--- src/rtl/qr_valley_timer.sv ---
module qr_valley_timer #(
  parameter int TICK_CYC     = 6000000,
  parameter int RS_SHORT_CYC = 313,
  parameter int RS_LONG_CYC  = 3125,
  parameter int OFF_MAX_CYC  = 5250,
  parameter int LEB_CYC      = 41,
  parameter int ON_MAX_CYC   = 3750,
  parameter int CNT_MAX      = 7
) (
  input  logic clk,
  input  logic rst_n,
  input  logic fb_gt_low,
  input  logic fb_gt_high,
  input  logic fb_gt_reset,
  input  logic zc_fall,
  input  logic zc_above_rs,
  input  logic cs_trip,
  input  logic init_req,
  input  logic force_one,
  output logic gate,
  output logic [$clog2(CNT_MAX+1)-1:0] valley_target
);

  localparam int CW  = $clog2(CNT_MAX + 1);
  localparam int TKW = $clog2(TICK_CYC + 1);
  localparam int TMX = (OFF_MAX_CYC > ON_MAX_CYC) ? OFF_MAX_CYC : ON_MAX_CYC;
  localparam int TW  = $clog2(TMX + 1);

  localparam logic [TKW-1:0] TICK_LAST = TKW'(TICK_CYC - 1);
  localparam logic [TW-1:0]  RS_S_LAST = TW'(RS_SHORT_CYC - 1);
  localparam logic [TW-1:0]  RS_L_LAST = TW'(RS_LONG_CYC - 1);
  localparam logic [TW-1:0]  OFF_LAST  = TW'(OFF_MAX_CYC - 1);
  localparam logic [TW-1:0]  LEB_LAST  = TW'(LEB_CYC - 1);
  localparam logic [TW-1:0]  ON_LAST   = TW'(ON_MAX_CYC - 1);
  localparam logic [TW-1:0]  OFF_LIM   = TW'(OFF_MAX_CYC);
  localparam logic [TW-1:0]  ON_LIM    = TW'(ON_MAX_CYC);
  localparam logic [CW-1:0]  CMAX      = CW'(CNT_MAX);
  localparam logic [CW-1:0]  CONE      = CW'(1);

  // Tick period and feedback history
  logic [TKW-1:0] tick_cnt;
  logic           seen_lo, seen_hi;
  logic           tick, any_lo, any_hi, to_one;

  assign tick   = (tick_cnt == TICK_LAST);
  assign any_lo = seen_lo | fb_gt_low;
  assign any_hi = seen_hi | fb_gt_high;
  assign to_one = fb_gt_reset | force_one;

  always_ff @(posedge clk or negedge rst_n) begin
    if (!rst_n) begin
      tick_cnt      <= '0;
      seen_lo       <= 1'b0;
      seen_hi       <= 1'b0;
      valley_target <= CONE;
    end else if (init_req) begin
      tick_cnt      <= '0;
      seen_lo       <= 1'b0;
      seen_hi       <= 1'b0;
      valley_target <= CONE;
    end else begin
      tick_cnt <= tick ? '0 : tick_cnt + 1'b1;
      seen_lo  <= tick ? 1'b0 : any_lo;
      seen_hi  <= tick ? 1'b0 : any_hi;
      if (to_one) begin
        valley_target <= CONE;
      end else if (tick) begin
        if (!any_lo) begin
          if (valley_target < CMAX) valley_target <= valley_target + 1'b1;
        end else if (any_hi) begin
          if (valley_target > CONE) valley_target <= valley_target - 1'b1;
        end
      end
    end
  end

  // Switching phase timer and valley count
  logic [TW-1:0] tmr;
  logic [CW-1:0] zc_cnt;
  logic [TW-1:0] rs_last;
  logic          rs_done, turn_on, turn_off;

  assign rs_last  = zc_above_rs ? RS_S_LAST : RS_L_LAST;
  assign rs_done  = (tmr >= rs_last);
  assign turn_on  = !gate && ((rs_done && (zc_cnt >= valley_target)) || (tmr == OFF_LAST));
  assign turn_off = gate && (((tmr >= LEB_LAST) && cs_trip) || (tmr == ON_LAST));

  always_ff @(posedge clk or negedge rst_n) begin
    if (!rst_n) begin
      gate <= 1'b0;
      tmr  <= '0;
    end else if (init_req) begin
      gate <= 1'b0;
      tmr  <= '0;
    end else if (turn_on) begin
      gate <= 1'b1;
      tmr  <= '0;
    end else if (turn_off) begin
      gate <= 1'b0;
      tmr  <= '0;
    end else begin
      tmr  <= tmr + 1'b1;
    end
  end

  always_ff @(posedge clk or negedge rst_n) begin
    if (!rst_n) begin
      zc_cnt <= '0;
    end else if (init_req || turn_on) begin
      zc_cnt <= '0;
    end else if (!gate && zc_fall && (zc_cnt < CMAX)) begin
      zc_cnt <= zc_cnt + 1'b1;
    end
  end

  // Assertions
  p_target_range_r2: assert property (@(posedge clk) disable iff (!rst_n)
    (valley_target >= CONE) && (valley_target <= CMAX));

  p_single_step_r4: assert property (@(posedge clk) disable iff (!rst_n)
    (!init_req && !force_one && !fb_gt_reset) |=>
      ((valley_target == $past(valley_target)) ||
       (valley_target == $past(valley_target) + 1'b1) ||
       (valley_target + 1'b1 == $past(valley_target))));

  p_force_one_r5: assert property (@(posedge clk) disable iff (!rst_n)
    (force_one || fb_gt_reset) |=> (valley_target == CONE));

  p_zc_clear_r6: assert property (@(posedge clk) disable iff (!rst_n)
    $rose(gate) |-> (zc_cnt == '0));

  p_suppress_r7: assert property (@(posedge clk) disable iff (!rst_n)
    $rose(gate) |-> ($past(tmr) >= RS_S_LAST));

  p_off_max_r9: assert property (@(posedge clk) disable iff (!rst_n)
    !gate |-> (tmr < OFF_LIM));

  p_blanking_r10: assert property (@(posedge clk) disable iff (!rst_n)
    (gate && (tmr < LEB_LAST) && !init_req) |=> gate);

  p_on_max_r12: assert property (@(posedge clk) disable iff (!rst_n)
    gate |-> (tmr < ON_LIM));

endmodule

--- config.mk ---
export PLATFORM = sky130hd
export DESIGN_NAME = qr_valley_timer
export DESIGN_NICKNAME = d
export VERILOG_FILES = /design/src/rtl/qr_valley_timer.sv
export SDC_FILE = /design/constraint.sdc
export NUM_CORES = 1
export LEC_CHECK = 0
export BUFFER_PORTS_ARGS = -buffer_cell sky130_fd_sc_hd__buf_2
export CORE_MARGIN = 2
export CORE_UTILIZATION = 65
export CTS_BUF_LIST = sky130_fd_sc_hd__clkbuf_8
export DETAILED_ROUTE_END_ITERATION = 6
export GPL_TIMING_DRIVEN = 0
export HOLD_SLACK_MARGIN = 0.05
export PLACE_DENSITY = 0.87
export REMOVE_ABC_BUFFERS = 1
export SETUP_SLACK_MARGIN = 0.02
export SLEW_MARGIN = 15
export SYNTH_ARGS = -nofsm -noshare
export SYNTH_HDL_FRONTEND = slang
export SYNTH_SLANG_ARGS = --single-unit
--- constraint.sdc ---
create_clock -name clk -period 3 [get_ports clk]
set_input_delay 0.15 -clock clk [delete_from_list [all_inputs] [get_ports clk]]
set_output_delay 0.15 -clock clk [all_outputs]
set_load 0.01 [all_outputs]
### After elaboration in Yosys (flattened, before gate mapping)

Cells that the tools add are included.

| storage, ports and cells | value |
|---|---|
| word-level logic and storage cells | 63 |
| register bits after elaboration | 45 |
| bits of input ports | 10 |
| output and inout bits | 4 |

| cells by class | value |
|---|---|
| add/sub/neg operators | 5 |
| mux-type cells | 22 |
| order comparisons | 6 |
| equal/unequal tests | 5 |
| bitwise operators | 3 |
| reductions and logical operators | 15 |

Operators with widths:

| cell | count |
|---|---|
| 2-to-1 mux 23 bit | 2 |
| 2-to-1 mux 13 bit | 3 |
| 2-to-1 mux 3 bit | 9 |
| adder 23 x 1 -> 23 bit (second input constant) | 1 |
| equality test 23 bit (second input constant) | 1 |
| adder 13 x 1 -> 13 bit (second input constant) | 1 |
| equality test 13 x 12 -> 1 bit (second input constant) | 1 |
| equality test 13 bit (second input constant) | 1 |
| greater-or-equal comparator 13 x 12 -> 1 bit | 1 |
| greater-or-equal comparator 13 x 6 -> 1 bit (second input constant) | 1 |
| 2-to-1 mux 12 bit | 1 |
| inequality test 4 x 2 -> 1 bit (second input constant) | 2 |
| 2-to-1 mux 1 bit | 7 |
| adder 3 x 1 -> 3 bit (second input constant) | 2 |
| logical AND 1 bit | 6 |
| < comparator 3 bit (second input constant) | 2 |
| nonzero test 3 bit | 2 |
| AND reduction 4 bit | 1 |
| nonzero test 4 bit | 1 |
| greater-or-equal comparator 3 bit | 1 |
| > comparator 3 x 1 -> 1 bit (second input constant) | 1 |
| logical OR 1 bit | 3 |
| OR 1 bit | 3 |
| subtractor 3 x 1 -> 3 bit (second input constant) | 1 |
| other kinds (2) | 2 |

### Logic depth before layout (Yosys ltp)

Gate-level depths: netlist of run 1.

| logic depth | value |
|---|---|
| depth in word-level cells | 7 |
| gate-level depth with buffers | 8 |
| mapped depth without buffers | 7 |

### Worst setup path after synthesis of run 1

No wires, ideal clock.

| timing path | value |
|---|---|
| path kind | register -> register |
| start point | register tmr[3] |
| end point | register tmr[10] |
| period minus slack after synthesis | 1.947 ns |
| setup time | 0.094 ns |
| buffers on the path | 1 |
| stages on the path, launching flop included | 8 |
| slack | 1.053 ns |
| data required time | 2.906 ns |
| arrival time | 1.853 ns |
| cells stage by stage | dfrtp_1 > ha_1 > nor2b_1 > a311o_1 > a211oi_2 > o211ai_2 > buf_4 > a211oi_1 |

| on the way | value |
|---|---|
| cells in the longest elaborated chain, start to end | 7 |

Ends and longest elaborated chain:

| what | RTL line | RTL |
|---|---|---|
| from (decl) | 78 | `logic [TW-1:0] tmr;` |
| from (signal assigned) | 102 | `tmr <= tmr + 1'b1;` |
| greater-or-equal comparator 13 x 6 -> 1 bit | 86 | `assign turn_off = gate && (((tmr >= LEB_LAST) && cs_trip) \|\| (tmr == ON_LAST));` |
| logical AND 1 bit | 86 |  |
| logical OR 1 bit | 86 |  |
| logical AND 1 bit | 86 |  |
| 2-to-1 mux 13 bit | 98 | `end else if (turn_off) begin` |
| 2-to-1 mux 13 bit (*) | 95 | `end else if (turn_on) begin` |
| 2-to-1 mux 13 bit (*) | 92 | `end else if (init_req) begin` |

Every way passes the cells marked *; elsewhere a longest branch is shown, timed or not.
A chain may end at the register's enable or synchronous reset.

### Worst setup path after layout of run 1

| timing path | value |
|---|---|
| start point | register tick_cnt[0] |
| end point | register valley_target[1] |

| on the way | value |
|---|---|
| cells in the longest elaborated chain, start to end | 3 |

Ends and longest elaborated chain:

| what | RTL line | RTL |
|---|---|---|
| from (decl) | 41 | `logic [TKW-1:0] tick_cnt;` |
| from (signal assigned) | 62 | `tick_cnt <= tick ? '0 : tick_cnt + 1'b1;` |
| equality test 23 bit | 45 | `assign tick = (tick_cnt == TICK_LAST);` |
| nonzero test 3 bit (no line) | - |  |
| AND reduction 4 bit (no line) | - |  |
| to (signal assigned) | 69 | `if (valley_target < CMAX) valley_target <= valley_target + 1'b1;` |
| to (signal assigned) | 71 | `if (valley_target > CONE) valley_target <= valley_target - 1'b1;` |
| to (decl) | 21 | `output logic [$clog2(CNT_MAX+1)-1:0] valley_target` |

Every way passes these cells.

==> results of run 1 <==
cell usage after synthesis (6+ instances only):
master    instances
nand4_1           8
xnor2_1          18
xor2_1           13
nor2_1           29
a211oi_1         16
nand2_1          24
inv_1            14
and3_1            6
o21ai_0           7
dfrtp_1          44
nand3_1          14
or3_1             6
ha_1             15
nor3_1           11
cells by family (layout without fill, tap and decap cells):
| group | count (synthesis) | after routing |
|---|---|---|
| compound gates | 42 | 42 |
| mux | 3 | 3 |
| flops | 45 | 45 |
| buf+inv | 22 | 36 |
| xor+xnor | 31 | 31 |
| simple gates | 121 | 121 |
| fa+ha+maj | 15 | 15 |
cell type report:
class | count | area share (%)
multi-input combinational | 212 | 50.3
clock inverter | 3 | 0.488
timing repair buffer | 14 | 2.66
clock buffer | 5 | 2.44
tap | 50 | 2.22
inverter | 14 | 1.86
sequential | 45 | 40.0
power groups by stage:
stage / logic, mW / clock network (mW) / registers (mW)
after floorplan: 0.0457 / 0 / 0.638
after global placement: 0.0758 / 0 / 0.640
after detailed placement: 0.0796 / 0 / 0.641
after CTS: 0.0807 / 0.364 / 0.629
after global routing: 0.0931 / 0.390 / 0.630
final: 0.0792 / 0.358 / 0.629
worst paths after layout:
path                                  startpoint                            to  slack [ps]  cells after the start
min reg2reg                tick_cnt[0]$_DFF_PN0_         tick_cnt[0]$_DFF_PN0_         500                      1
min                                   fb_gt_high             seen_hi$_DFF_PN0_         100                      3
max in group asynchronous                  rst_n         tick_cnt[1]$_DFF_PN0_        1850                      2
max reg2reg                tick_cnt[0]$_DFF_PN0_  valley_target[1]$_DFFE_PN0P_         540                      6
min in group asynchronous                  rst_n  valley_target[1]$_DFFE_PN0P_         550                      2
max                        tick_cnt[0]$_DFF_PN0_  valley_target[1]$_DFFE_PN0P_         540                      6
metal layers:
metal,GRT usage (%),share of wire (%),vias to the layer above
met5,0,0,-
met2,43.9,51,55
met1,30.7,42,1015
li1,-,-,1016
met3,5.50,4.6,12
met4,9.44,1.9,0
stage by stage:
stage | utilization [%] | instances | power [mW] | worst slack, ps
4_1_cts | 71.5 | 343 | 1.07 | 523
5_1_grt | 71.5 | 343 | 1.11 | 350
3_5_place_dp | 69.2 | 334 | 0.720 | 509
3_3_place_gp | 69.2 | 334 | 0.716 | 598
2_1_floorplan | - | 271 | 0.684 | 961
6_report | 71.5 | 343 | 1.07 | 541
cell usage in the layout (no fill, tap or decap), types with 2 or more instances in the layout:
cell type,netlist,final
nor2b_1,2,2
xnor2_1,18,18
ha_1,15,15
xor2_1,13,13
dfrtp_1,44,44
a21oi_1,5,5
clkinv_2,0,2
a211oi_1,16,16
nor2_1,29,29
nor4_2,3,3
mux2i_1,3,3
nor3_1,11,11
nor4_1,5,5
o22ai_1,3,3
nor4b_1,2,2
or3_1,6,6
or2_2,2,2
o21ai_0,7,7
buf_2,2,13
clkbuf_8,0,5
nand2b_1,3,3
nand4_1,8,8
nand2_1,24,24
and3_1,6,6
inv_1,14,15
nand3_1,14,14
tightest hold or removal path, cell delays in order:
cell and delay (ps):
buf_2 90, nor2_1 40, nor2_1 80
sequential cells by signal, summed over array words and instances (netlist names):
signal / cells
zc_cnt: 3
seen_lo: 1
tmr: 13
gate: 1
valley_target: 3
tick_cnt: 23
seen_hi: 1
what timing repair did:
action / CTS / global route
buffers inserted: 0 / 0
hold buffers: 1 / 0
gates resized for setup: 0 / 0
setup endpoints to repair: 0 / 0
hold endpoints to repair: 34 / 0
==> results.toml, run 1 <==
[synthesis]
netlist_area_sq_um = 2640
netlist.area_leader.share_pct = 41.7
synth_compound_area_share_pct = 11.4
yosysSeqAreaShare_pct = 42.7
synth_xor_area_share_pct = 10.3
synth_seq_cells = 45
synthSimpleGateAreaFrac_pct = 23.8
ys.flop_type = "dfrtp_1"
synth-async-reset-ratio_pct = 100
synthAdderAreaFrac_pct = 7.10
synthCells = 279
synth_edf_count = 0
synth_top_family_by_area = "simple AND/OR/NAND/NOR gates"
ys_types = 44
ys_warn_count = 0
muxShareOfSynthArea_pct = 1.14
avgSynthCellArea_sq_um = 9.47
yosys.area.top_type = "dfrtp_1"
synth_area_leaders = "dfrtp_1 42%, ha_1 7.1%, xnor2_1 6.0%"

[worst_setup_path]
cpPeakStageDelay_ps = 700
critical_path_class = "flop to flop"
crit_family = "compound AO/OA/AOI/OAI gates"
cp_slowest_cell = "a21o_1"
start_kind = "flop"
required_ps = 3170
endpoint_kind = "flop"
critPathBufInv = 0
critPathArrivalTime_ps = 2630
crit_chain = "ha_1 -> nand4_1 -> nor4_1 -> a21o_1 -> o21a_1 -> o22ai_1"
path_max_fanout = 25

[status]
status = "finished, final reports clean"

[timing]
skew_ps = 11.1
slew_viol_final = 0
final_hold_viol_count = 0
slew_headroom_pct = 35.2
finalSetupTns_ps = 0
fmax_mhz = 407
layout_min_cycle_time_ps = 2460
tightestPinTransition_ps = 972
holdWs_ps = 103
finalCritPeriodShare_pct = 82.0
rsz0062_at_grt = "no"
finalSetupViolations = 0

[global_routing]
grt_overflow = 0
grt_pass1_wl_mm = 8.73
grt_usage_pct = 25.3
grt_max_degree = 46
grt_pass1_vias = 2052
antenna_found_initial = 0

[detailed_routing]
wl_per_cell_um = 15.1
totalWireLength_mm = 5.17
vias = 2098
via_per_inst = 6.12
drt_pass1_iterations = 4
drtIter0Drc = 178
detail-route-antenna-nets = 0
drc = 0

[cells_and_area]
nFillCells = 284
fin_nets = 317
design_area_sq_um = 2820
multi_input_area_sq_um = 1420
syn2layout_area_growth_pct = 6.68
diodes = 0
seqCellArea_sq_um = 1130
layout-drive-gt1-share_pct = 10.9

[clocking]
cts.clk_slew.worst_paths_ps = 80
htree_levels = 2
clk_latency_ps = 300
numClockSinks = 45
clock_path_buffers = 2
clockRootBuffer = "clkbuf_8"
numCtsBuffers = 5
cts_tree = "built"

[placed_design]
dp_hpwl_mm = 3.60
port_buffers = 13
placed_area_sq_um = 2730
gp_congestion = 0.798

[power_and_ir_drop]
combPwrFrac_pct = 7.4
switchingPower_mw = 0.261
intPower_mw = 0.805
power_frac_clock_pct = 33.6
p_per_area_nw_per_um2 = 378
ir_worst_vdd_uv = 254
p_leak_nw = 1.20
seq_power_share_pct = 59.0
p_sw_share_pct = 24.5

[floorplanning]
start_util_pct = 67.0
die_h_um = 67.8
die-area_sq_um = 4590
dieWidth_um = 67.8
rows = 23
coreArea_sq_um = 3940
io_pins = 14

[worst_hold_path]
worst_hold_path_type = "input pin to flop"

[job]
maxCapViolCount = 0
Power figures use the tool's default switching activity.
==> inputs of run 2 (changes only) <==
ABC_AREA = 1   (was not set)
CORE_UTILIZATION = 58   (was 65)
PLACE_DENSITY = 0.82   (was 0.87)
clock period = 2.1 ns   (was 3 ns; I/O delays follow)
==> run 2 against run 1 <==
Sequential share of layout area shrank 4.4 points; sequential power grew 43%; wire length grew 14%; area after synthesis grew 9.5%; clock power grew 86%; register-to-register slack lost 290 ps; non-clock buffer count grew 4; clock skew shrank 2.9 ps; critical path type unchanged; total power grew 61%; worst hold slack gained 6.9 ps; clock-buffer cell count is the same; worst setup slack lost 290 ps.
==> results.toml, run 2 <==
[global_routing]
grt_max_degree = 46
antenna_found_initial = 0
grt_overflow = 0
grt_usage_pct = 23.4
grt_pass1_vias = 2349
grt_pass1_wl_mm = 10.1

[cells_and_area]
final_cell_count_no_fill = 478
top_register = "tick_cnt"
largest_reg_flops = 23
diodes = 0
syn2layout_area_growth_pct = 9.30
layout-drive-gt1-share_pct = 9.98
nFillCells = 409
fin_nets = 435
final_common_cell = "nand2_1"
reg_top3 = "tick_cnt x23, tmr x13"
most-common-layout-cells = "76 x nand2_1, 67 x nor2_1, 47 x inv_1"

[floorplanning]
die-area_sq_um = 5570
start_util_pct = 60.9
dieWidth_um = 74.6
coreArea_sq_um = 4750
die_h_um = 74.6
rows = 25
io_pins = 14

[synthesis]
ys_warn_count = 0
synthCells = 393
netlist_area_sq_um = 2890
synth-async-reset-ratio_pct = 100
synth_seq_cells = 45
synth_most_common_cell = "nand2_1"
yosys.area.top_type = "dfrtp_1"
ys_types = 36
synth_area_leaders = "dfrtp_1 38%, nand2_1 10%, nor2_1 8.7%"
ys.flop_type = "dfrtp_1"
yosysSeqAreaShare_pct = 39.0
netlist.area_leader.share_pct = 38.0
avgSynthCellArea_sq_um = 7.36
synth_commonest_cells = "77 x nand2_1, 67 x nor2_1, 48 x inv_1"
synth_edf_count = 0

[worst_setup_path]
critical_path_class = "flop to flop"
cpPeakStageDelay_ps = 380
endpoint_kind = "flop"
required_ps = 2290
cp_slowest_cell = "dfrtp_1"
crit_chain = "ha_1 -> nand3_1 -> nor2_1 -> nand2_1 -> nor3_2 -> nand3_1 -> nand2_1 -> nor2_1"
critPathArrivalTime_ps = 2030
path_max_fanout = 5
start_kind = "flop"
regToRegSetupSlack_ps = 250

[detailed_routing]
drt_pass1_iterations = 7
vias = 2595
drtIter0Drc = 244
via_per_inst = 5.43
drc = 0
wl_per_cell_um = 12.3
detail-route-antenna-nets = 0
totalWireLength_mm = 5.88

[timing]
rsz0062_at_grt = "no"
finalSetupTns_ps = 0
final_hold_viol_count = 0
layout_min_cycle_time_ps = 1850
skew_ps = 8.18
finalCritPeriodShare_pct = 87.9
tightestPinTransition_ps = 1000
slew_headroom_pct = 33.1
slew_viol_final = 0
finalSetupViolations = 0
fmax_mhz = 542

[clocking]
cts_tree = "built"
htree_levels = 2
clk_latency_ps = 300
numClockSinks = 45
cts.clk_slew.worst_paths_ps = 90
clockRootBuffer = "clkbuf_8"
clock_path_buffers = 2
numCtsBuffers = 5

[power_and_ir_drop]
p_leak_nw = 1.50
ir_worst_vdd_uv = 247
p_per_area_nw_per_um2 = 544

[worst_hold_path]
worst_hold_path_type = "input pin to flop"

[placed_design]
gp_congestion = 0.912
placed_cells = 465
port_buffers = 13
dp_hpwl_mm = 4.18

[job]
maxCapViolCount = 0

[status]
status = "finished, final reports clean"
run 2: cell types whose count changed in the layout (fill, tap and decap cells not counted), moves of 15 or more:
cell / before / now
a211oi_1: 16 / 0
nand2_1: 24 / 76
nor2_1: 29 / 67
xnor2_1: 18 / 3
inv_1: 15 / 47
a21oi_1: 5 / 27
run 2: cells by family (layout without fill, tap and decap cells):
family	count (synthesis)	count (layout)	share of synthesized area, %
buf+inv	58	76	8.34
fa+ha+maj	15	15	6.49
xor+xnor	13	13	3.93
simple gates	207	207	31.9
flops	45	45	39.0
mux	1	1	0.389
compound gates	54	54	9.99
run 2: path summary, 6_finish.rpt:
kind | start | to | cells past startpoint
worst min register to register | tick_cnt[0]$_DFF_PN0_ | tick_cnt[0]$_DFF_PN0_ | 1
worst max register to register | tick_cnt[0]$_DFF_PN0_ | tick_cnt[22]$_DFF_PN0_ | 8
max in group asynchronous | rst_n | tick_cnt[8]$_DFF_PN0_ | 2
worst min-delay path | force_one | valley_target[1]$_DFFE_PN0P_ | 4
min in group asynchronous | rst_n | zc_cnt[1]$_DFFE_PN0P_ | 2
worst max-delay path | tick_cnt[0]$_DFF_PN0_ | tick_cnt[22]$_DFF_PN0_ | 8
run 2: repair_timing:
action	CTS	global route
hold endpoints to repair	46	0
setup endpoints to repair	0	28
hold buffers	4	0
setup buffers	0	1
resized for setup	0	3
run 2: critical path: cells and delay by family, from the launching register on:
kind | cells | cell delay, ps
AND/OR/NAND/NOR | 7 | 1150
flip-flops | 1 | 380
adder cells (fa/ha/maj) | 1 | 200
run 2: report_power, final:
group,switching (mW),internal (mW)
clock network,0.311,0.356
registers,0.0176,0.884
logic,0.0915,0.0602
run 2: metrics by stage:
step / utilization (%) / hold WS [ps] / worst slack, ps / total power, mW / instance area, sq um
3_3_place_gp: 62.9 / 325 / 131 / 1.06 / 2990
3_5_place_dp: 62.9 / 336 / 119 / 1.07 / 2990
5_1_grt: 66.5 / 115 / 35.4 / 1.80 / 3160
4_1_cts: 66.1 / 108 / 78.2 / 1.74 / 3140
6_report: 66.5 / 110 / 255 / 1.72 / 3160
2_1_floorplan: - / -191 / 499 / 1.01 / 2840
run 2: final cells by class:
class / instances / area [sq um] / area share [%]
inverters: 50 / 191 / 6.05
clock inverters: 3 / 46.3 / 1.46
multi-input cells: 290 / 1530 / 48.5
clock buffers: 5 / 68.8 / 2.18
repair buffers: 18 / 113 / 3.56
flip-flops and latches: 45 / 1130 / 35.6
well taps: 67 / 83.8 / 2.65
run 2: per-layer routing:
metal  track usage [%]  routed length, um  vias to the layer above
li1                  -                  -                     1300
met1              30.2               2650                     1199
met2              40.3               2840                       88
met3              5.35                335                        8
met4              5.36                 53                        0
met5                 0                  0                        -
==> inputs of run 3 (changes only) <==
CORE_MARGIN = 4   (was 2)
SETUP_SLACK_MARGIN = 0.3   (was 0.02)
==> run 3 against run 2 <==
Worst hold slack worse by 48 ps; largest cell class unchanged; combinational power up 13%; worst setup slack better by 130 ps; utilization up 3.2 points; clock power down 17%; register-to-register slack better by 130 ps; critical path type unchanged; critical path depth up 3; clock-buffer cell count unchanged; global-route usage down 1.7 points; non-clock buffer count up 12; clock skew up 0.89 ps; total power down 5.3%.
==> results.toml, run 3 (synthesis gave the netlist of run 2 again) <==
[clocking]
clockRootBuffer = "clkbuf_8"
htree_levels = 2
cts_tree = "built"
clock_path_buffers = 2
numCtsBuffers = 5
numClockSinks = 45
cts.clk_slew.worst_paths_ps = 90
clk_latency_ps = 300

[timing]
tightestPinTransition_ps = 1010
slew_headroom_pct = 32.7
slew_viol_final = 0
fmax_mhz = 584
holdWs_ps = 62.0
finalSetupTns_ps = 0
final_hold_viol_count = 0
skew_ps = 9.07
finalCritPeriodShare_pct = 81.5
rsz0062_at_grt = "yes"
finalSetupViolations = 0
layout_min_cycle_time_ps = 1710

[detailed_routing]
via_per_inst = 5.47
drtIter0Drc = 270
drt_pass1_iterations = 5
totalWireLength_mm = 6.42
wl_per_cell_um = 13.1
detail-route-antenna-nets = 0
drc = 0
vias = 2686

[floorplanning]
coreArea_sq_um = 4790
die-area_sq_um = 6180
die_h_um = 78.6
io_pins = 14
dieWidth_um = 78.6
rows = 25
start_util_pct = 60.5

[placed_design]
gp_congestion = 0.927
dp_hpwl_mm = 4.23
port_buffers = 13

[cells_and_area]
final_common_cell = "nand2_1"
fin_nets = 448
reg_top3 = "tick_cnt x23, tmr x13"
diodes = 0
top_register = "tick_cnt"
most-common-layout-cells = "70 x nand2_1, 64 x nor2_1, 46 x inv_1"
layout-drive-gt1-share_pct = 18.2
largest_reg_flops = 23
syn2layout_area_growth_pct = 15.3

[job]
maxCapViolCount = 0

[power_and_ir_drop]
p_per_area_nw_per_um2 = 488
ir_worst_vdd_uv = 388
p_leak_nw = 1.56
finalPower_mw = 1.63

[worst_hold_path]
worst_hold_path_type = "input pin to flop"

[global_routing]
grt_overflow = 0
antenna_found_initial = 0
grt_pass1_vias = 2474
grt_max_degree = 46
grt_usage_pct = 21.7
grt_pass1_wl_mm = 10.8

[worst_setup_path]
endpoint_kind = "flop"
critical_path_class = "flop to flop"
path_max_fanout = 7
critPathArrivalTime_ps = 1890
required_ps = 2280
start_kind = "flop"

[status]
status = "finished, final reports clean"
run 3: cell types whose count changed in the layout (fill, tap and decap cells not counted), moves of 2 or more:
| cell | change |
|---|---|
| ha_1 | -4 |
| nand2_4 | +3 |
| nor2_1 | -3 |
| dfrtp_1 | -6 |
| nor2_2 | +2 |
| buf_4 | +13 |
| nand2_1 | -6 |
| nand2_2 | +4 |
| dfrtp_2 | +6 |
| nand3_1 | -2 |
| ha_4 | +3 |
| nand3_2 | +2 |
run 3: final cells by class:
cell class / count / area, sq um
Inverter: 50 / 191
Fill cell: 398 / 1450
Clock inverter: 3 / 21.3
Sequential cell: 45 / 1130
Timing Repair Buffer: 30 / 200
Multi-Input combinational cell: 291 / 1640
Tap cell: 67 / 83.8
Clock buffer: 5 / 68.8
run 3: layer usage:
metal	track usage [%]	wire length, um	part of all wire [%]
met5	0	0	0
met2	35.8	3020	47
met4	7.17	131	2.0
met3	3.90	329	5.1
met1	28.6	2940	46
run 3: through the flow:
| step | util (%) | area (sq um) | cells | setup WS [ps] |
|---|---|---|---|---|
| floorplan | - | 2840 | 385 | 499 |
| global placement | 62.5 | 2990 | 465 | 143 |
| detailed placement | 62.5 | 2990 | 465 | 104 |
| CTS | 65.8 | 3150 | 479 | 307 |
| global route | 69.8 | 3340 | 491 | 257 |
| finish | 69.8 | 3340 | 491 | 388 |
run 3: report_power, final:
group | leakage (nW) | total (mW) | switching [mW] | internal (mW)
registers | 0.606 | 0.903 | 0.0180 | 0.885
clock network | 0.0445 | 0.555 | 0.319 | 0.236
logic | 0.905 | 0.172 | 0.100 | 0.0716
total | 1.56 | 1.63 | 0.437 | 1.19
run 3: path summary, 6_finish.rpt:
kind,slack (ps),depth (start not counted),to,from
worst max register to register,390,11,tmr[6]$_DFF_PN0_,tmr[10]$_DFF_PN0_
max in group asynchronous,910,2,valley_target[2]$_DFFE_PN0P_,rst_n
worst max-delay path,390,11,tmr[6]$_DFF_PN0_,tmr[10]$_DFF_PN0_
worst min register to register,470,1,tick_cnt[0]$_DFF_PN0_,tick_cnt[0]$_DFF_PN0_
worst min-delay path,60,3,valley_target[0]$_DFFE_PN1P_,force_one
min in group asynchronous,510,2,tmr[1]$_DFF_PN0_,rst_n
run 3: worst max-delay path, stage by stage, from the launching register on:
cell and delay [ps]:
dfrtp_2 430, ha_1 300, nand2_2 70, nand3b_1 160, nor2_1 90, nor2_1 50
nand2_1 80, nand2_2 70, nand2_4 110, nand2_4 100, nand2_1 90, nor2_1 40
run 3: timing repair:
item | 4_1_cts | 5_1_grt
hold buffers | 3 | 0
endpoints found under the setup margin | 30 | 32
cloned | 0 | 1
setup buffers | 3 | 11
resized for setup | 6 | 24
endpoints found under the hold margin | 46 | 0
pin swaps | 0 | 5
